--- config.mk ---
export PLATFORM = sky130hd
export DESIGN_NAME = fbk_avg_filter
export DESIGN_NICKNAME = d
export VERILOG_FILES = /design/src/rtl/fbk_avg_pkg.sv /design/src/rtl/fbk_delay_ram.sv /design/src/rtl/fbk_avg_window.sv /design/src/rtl/fbk_avg_scale.sv /design/src/rtl/fbk_avg_filter.sv
export SDC_FILE = /design/constraint.sdc
export NUM_CORES = 2
export LEC_CHECK = 0
export BUFFER_PORTS_ARGS = -buffer_cell sky130_fd_sc_hd__buf_2
export CAP_MARGIN = 30
export CORE_ASPECT_RATIO = 0.5
export CORE_MARGIN = 4
export CORE_UTILIZATION = 50
export DETAILED_ROUTE_END_ITERATION = 8
export PLACE_DENSITY = 0.68
export SLEW_MARGIN = 20
export SYNTH_ARGS = -nofsm -noshare
export SYNTH_HDL_FRONTEND = slang
export SYNTH_SLANG_ARGS = --single-unit
--- constraint.sdc ---
create_clock -name clk -period 10.4 [get_ports clk]
set_input_delay 0.52 -clock clk [delete_from_list [all_inputs] [get_ports clk]]
set_output_delay 0.52 -clock clk [all_outputs]
set_load 0.01 [all_outputs]
--- src/rtl/fbk_avg_pkg.sv ---
package fbk_avg_pkg;
  localparam int CODE_W = 3;

  // Window length for a code: powers of two, with the top code mapped to long_len
  function automatic int taps_of(input logic [CODE_W-1:0] c, input int long_len);
    if (c == '1) return long_len;
    return 1 << c;
  endfunction
endpackage

--- src/rtl/fbk_delay_ram.sv ---
module fbk_delay_ram #(
  parameter int W  = 25,
  parameter int AW = 7
) (
  input  logic          clk,
  input  logic          we,
  input  logic [AW-1:0] waddr,
  input  logic [W-1:0]  wdata,
  input  logic          re,
  input  logic [AW-1:0] raddr,
  output logic [W-1:0]  rdata
);
  localparam int DEPTH = 1 << AW;

  logic [W-1:0] mem [DEPTH];

  // Simple dual port, registered read: maps onto block RAM
  always_ff @(posedge clk) begin
    if (we) mem[waddr] <= wdata;
    if (re) rdata <= mem[raddr];
  end
endmodule

--- src/rtl/fbk_avg_window.sv ---
module fbk_avg_window #(
  parameter int LEN_W = 7
) (
  input  logic             clk,
  input  logic             rst,
  input  logic             clear,
  input  logic             advance,
  input  logic [LEN_W-1:0] taps,
  output logic             drop,
  output logic             ready
);
  logic [LEN_W-1:0] fill;
  logic             full_now;

  assign full_now = (fill == taps);
  assign drop     = full_now;
  assign ready    = full_now || ((fill + LEN_W'(1)) == taps);

  always_ff @(posedge clk) begin
    if (rst || clear)
      fill <= '0;
    else if (advance && !full_now)
      fill <= fill + LEN_W'(1);
  end
endmodule

--- src/rtl/fbk_avg_scale.sv ---
module fbk_avg_scale #(
  parameter int ACC_W     = 32,
  parameter int OUT_W     = 32,
  parameter int CODE_W    = 3,
  parameter int LONG_TAPS = 127
) (
  input  logic signed [ACC_W-1:0] sum,
  input  logic [CODE_W-1:0]       code,
  output logic signed [OUT_W-1:0] result
);
  localparam int LT_W = $clog2(LONG_TAPS + 1);
  localparam int KS   = ACC_W + LT_W;
  localparam int KP1  = KS + 1;
  localparam int PW   = ACC_W + KP1;
  localparam logic [KP1-1:0] ONE_K = KP1'(1) << KS;
  localparam logic [KP1-1:0] RECIP = (ONE_K + KP1'(LONG_TAPS - 1)) / KP1'(LONG_TAPS);

  logic [ACC_W-1:0]        mag;
  logic [PW-1:0]           prod;
  logic [ACC_W-1:0]        qmag;
  logic signed [ACC_W-1:0] qdiv;
  logic signed [ACC_W-1:0] qshift;
  logic signed [ACC_W-1:0] qsel;

  always_comb begin
    mag    = sum[ACC_W-1] ? ACC_W'(-sum) : ACC_W'(sum);
    prod   = PW'(mag) * PW'(RECIP);
    qmag   = ACC_W'(prod >> KS);
    qdiv   = sum[ACC_W-1] ? -$signed(qmag) : $signed(qmag);
    qshift = sum >>> code;
    qsel   = (code == '1) ? qdiv : qshift;
    result = OUT_W'(qsel);
  end
endmodule

--- src/rtl/fbk_avg_filter.sv ---
module fbk_avg_filter
  import fbk_avg_pkg::*;
#(
  parameter int IN_W      = 24,
  parameter int OUT_W     = 32,
  parameter int LONG_TAPS = 127
) (
  input  logic                    clk,
  input  logic                    rst,
  input  logic                    in_valid,
  input  logic signed [IN_W-1:0]  in_data,
  input  logic [CODE_W-1:0]       len_code,
  input  logic                    reverse,
  input  logic                    soft_rst,
  output logic                    out_valid,
  output logic signed [OUT_W-1:0] out_data
);
  localparam int LEN_W = $clog2(LONG_TAPS + 1);
  localparam int AW    = LEN_W;
  localparam int SW    = IN_W + 1;
  localparam int ACC_W = SW + LEN_W;

  logic [CODE_W-1:0]       code_q;
  logic                    clear;
  logic                    accept;
  logic [LEN_W-1:0]        taps;
  logic [AW-1:0]           wp;
  logic [AW-1:0]           raddr;
  logic signed [SW-1:0]    s_in;
  logic [SW-1:0]           old_raw;
  logic                    drop, ready;

  logic                    v1, drop1, ready1;
  logic signed [SW-1:0]    s1;
  logic [CODE_W-1:0]       code1;

  logic signed [ACC_W-1:0] sum, sum_nx;
  logic signed [OUT_W-1:0] scaled;

  assign clear  = soft_rst || (len_code != code_q);
  assign accept = in_valid && !clear;
  assign taps   = LEN_W'(taps_of(len_code, LONG_TAPS));
  assign s_in   = reverse ? -SW'(in_data) : SW'(in_data);
  assign raddr  = wp - AW'(taps);

  always_ff @(posedge clk) code_q <= len_code;

  always_ff @(posedge clk) begin
    if (rst || clear) wp <= '0;
    else if (accept)  wp <= wp + AW'(1);
  end

  fbk_delay_ram #(.W(SW), .AW(AW)) u_ram (
    .clk   (clk),
    .we    (accept),
    .waddr (wp),
    .wdata (s_in),
    .re    (accept),
    .raddr (raddr),
    .rdata (old_raw)
  );

  fbk_avg_window #(.LEN_W(LEN_W)) u_win (
    .clk     (clk),
    .rst     (rst),
    .clear   (clear),
    .advance (accept),
    .taps    (taps),
    .drop    (drop),
    .ready   (ready)
  );

  // Stage 1: sample registered alongside the delay-line read
  always_ff @(posedge clk) begin
    if (rst || clear) begin
      v1     <= 1'b0;
      drop1  <= 1'b0;
      ready1 <= 1'b0;
    end else begin
      v1     <= accept;
      drop1  <= drop;
      ready1 <= ready;
    end
    s1    <= s_in;
    code1 <= len_code;
  end

  assign sum_nx = sum + ACC_W'(s1) - (drop1 ? ACC_W'($signed(old_raw)) : '0);

  fbk_avg_scale #(
    .ACC_W(ACC_W), .OUT_W(OUT_W), .CODE_W(CODE_W), .LONG_TAPS(LONG_TAPS)
  ) u_scale (
    .sum    (sum_nx),
    .code   (code1),
    .result (scaled)
  );

  // Stage 2: running sum and registered output
  always_ff @(posedge clk) begin
    if (rst) begin
      sum       <= '0;
      out_valid <= 1'b0;
      out_data  <= '0;
    end else if (clear) begin
      sum       <= '0;
      out_valid <= 1'b0;
    end else begin
      out_valid <= v1 && ready1;
      if (v1) sum <= sum_nx;
      if (v1 && ready1) out_data <= scaled;
    end
  end
endmodule

==> qor.csv <==
metric,value,unit
outcome,completed,
IO buf count,64,
Layout area overhead,16.5,%
Clock Latency Late Sink,0.87,ns
final setup fails,0,
global-route wire length before repair,528000,um
RSZ-0062 raised after global routing,true,
nets@finish,8296,
# clock sinks,3335,
DIE AREA,291000,um^2
num ports,65,
Final HPWL DP,228000,um
post-route minimum period,10.27,ns
CTS Buffer Depth,4,
row count,137,
Achievable Freq,97.4,MHz
core outline area,280000,um^2
Vias,74405,
Hold Path Class,input pin to register,
die width,759,um
share of cells above drive strength 1,32.4,%
CTS Buf Count,299,
"FF+latch count, synth",3335,
cell accounting for the most synthesized area,edfxtp_1,
Max Slew Vio Count,0,
routed wire length,365000,um
Max-Cap Viols,0,
worst slew pin tran,1.03,ns
CP Max Fanout,5,
leading post-synthesis cells by cell area,"edfxtp_1 (69%), mux4_2 (16%), ha_1 (2.5%)",
Multi-input gate area,42100,um^2
number of vias per cell,6.26,
synthesized area,141000,um^2
ys flop type,edfxtp_1,
CP max stage delay,0.58,ns
GP Congestion,0.889,
Post-synth EDFFs,3225,
Filler Cells Inserted,19903,
largest net degree at the start of global routing,130,
clock skew,0.0758,ns
Critical Path RT,11.13,ns
Fin. Hold Viols,0,
post-synthesis cell type count,93,
hold_ws,0.133,ns
Congestion Overflow GR,0,
Die H,383,um
Startpoint Class,register,
final worst slack,0.132,ns
crit end category,register,
fin crit share,98.7,%
CTS tree,yes,
"worst slack, placed",-0.463,ns
"Net Count, Synth",7592,
post-synthesis sequential area ratio,70.3,%
Total GRT Usage,25.1,%
async set or reset register ratio after synthesis,0,%
WP data arrival,10.99,ns
Rel. slew slack,30.8,%
initial antenna violation count,19,
First DRT Iteration DRCs,10069,
Starting Density,50.4,%
Syn Inst Count,7179,
Syn Area/Cell,19.6,um^2
# DRC,0,
post-route ant nets,0,
vias in the first global route,73713,
Synth Warn #,0,
slowest CP cell,fa_2,
DR WL/cell,30.8,um
kind of critical path,register to register,
clock-pin transition on the worst setup and hold timing paths,0.07,ns
Root Driver,clkbuf_16,
register area,99100,um^2
H-tree depth,5,
Initial DRT Pass Iterations,6,
Synth top area share,68.7,%
==> state kept, by name (all words and copies together) (netlist names) <==
signal and count:
u_ram.mem 3200, out_data 32, sum 32, s1 25
u_ram.rdata 25, u_win.fill 7, wp 7, code1 3
drop1 1, out_valid 1, ready1 1, v1 1
==> path summary, 6_finish.rpt <==
check                  from           end  slack (ns)  depth (start not counted)
max          u_ram.rdata[2]  out_data[19]        0.13                         44
min                in_valid         wp[0]        0.13                          3
max reg2reg  u_ram.rdata[2]  out_data[19]        0.13                         44
min reg2reg    out_data[11]  out_data[11]        0.46                          1
==> layout by cell type (no fill, tap or decap), drive strengths merged, types with 21 or more instances in the layout <==
cell / count
a211oi: 32
a21o: 55
a21oi: 157
and2: 44
and3: 22
buf: 756
clkbuf: 392
clkinv: 114
dfxtp: 110
edfxtp: 3225
fa: 99
ha: 282
inv: 287
mux2: 65
mux2i: 100
mux4: 1004
nand2: 217
nand3: 52
nand4: 36
nor2: 328
nor3: 55
o211ai: 37
o21a: 21
o21ai: 156
o21bai: 24
or3: 27
xnor2: 96
xor2: 45
==> cell type report <==
class                      count  area share, %
clock buffer                 392           4.95
antenna                       10         0.0152
timing repair buffer         759           4.79
inverter                     282          0.647
sequential                  3335           60.4
multi-input combinational   3206           25.6
tap                         3753           2.86
clock inverter               143          0.740
==> through the flow <==
stage / cells / cell area (um^2) / setup TNS, ns / util, %
finish: 11880 / 164000 / 0 / 58.7
floorplan: 7179 / 141000 / 0 / -
global route: 11872 / 164000 / -1.81 / 58.7
CTS: 11836 / 162000 / 0 / 58.1
global placement: 11185 / 150000 / -5.09 / 53.7
detailed placement: 11292 / 153000 / -7.91 / 54.7
==> cell usage after synthesis (8+ instances only) <==
| master | number |
|---|---|
| edfxtp_1 | 3225 |
| mux4_2 | 1004 |
| nor2_1 | 328 |
| ha_1 | 282 |
| inv_1 | 280 |
| clkbuf_1 | 252 |
| nand2_1 | 216 |
| a21oi_1 | 157 |
| o21ai_0 | 152 |
| dfxtp_1 | 110 |
| mux2i_1 | 100 |
| fa_1 | 99 |
| xnor2_1 | 96 |
| buf_1 | 92 |
| mux2_2 | 65 |
| a21o_1 | 55 |
| nor3_1 | 54 |
| nand3_1 | 52 |
| xor2_1 | 45 |
| and2_1 | 43 |
| o211ai_1 | 37 |
| nand4_1 | 34 |
| a211oi_1 | 29 |
| or3_1 | 26 |
| o21bai_1 | 24 |
| and3_1 | 22 |
| o21a_1 | 21 |
| o31ai_1 | 19 |
| a31oi_1 | 15 |
| nor4_1 | 15 |
| o221ai_1 | 12 |
| a211o_1 | 11 |
| nand2b_1 | 10 |
| nor2b_1 | 10 |
| or2_2 | 10 |
| or4_1 | 10 |
| o22ai_1 | 9 |
| o31a_1 | 9 |
| o211a_1 | 8 |
| o311ai_0 | 8 |
==> cells by family (layout without fill, tap and decap cells) <==
kind of cell,after synthesis,count (layout),synth area share (%)
other,0,10,0
XOR/XNOR,141,141,0.876
multiplexers,1169,1169,17.3
flip-flops,3335,3335,70.3
buffers and inverters,638,1576,1.72
AND/OR/NAND/NOR,871,871,2.91
adder cells (fa/ha/maj),381,381,3.91
AO/OA/AOI/OAI,644,644,3.02
==> what timing repair did <==
item / 4_1_cts / 5_1_grt
buffers inserted: 6 / 27
hold buffers: 3 / 0
setup endpoints to repair: 25 / 31
endpoints found under the hold margin: 3 / 0
resized for setup: 44 / 225
pin swaps: 18 / 91
==> worst max-delay path, delay by kind of cell, from the launching register on <==
family                     cells  cell delay (ns)
buffers and inverters         11             1.09
adders and majority gates      9             3.60
DFF                            1             0.35
xor gates and xnor gates       2             0.31
AOI/OAI and AO/OA             10             2.11
and+or+nand+nor               12             2.66
==> per-layer routing <==
metal / vias up / GRT usage, % / part of all wire [%]
met5: - / 0 / 0.011
met4: 6 / 6.02 / 2.6
met3: 562 / 5.13 / 10
met2: 3833 / 38.2 / 46
met1: 39219 / 37.6 / 41
li1: 30785 / - / -
Power is not shown: default switching activity piles up to over one toggle a cycle in this logic, so the estimate is an artifact.
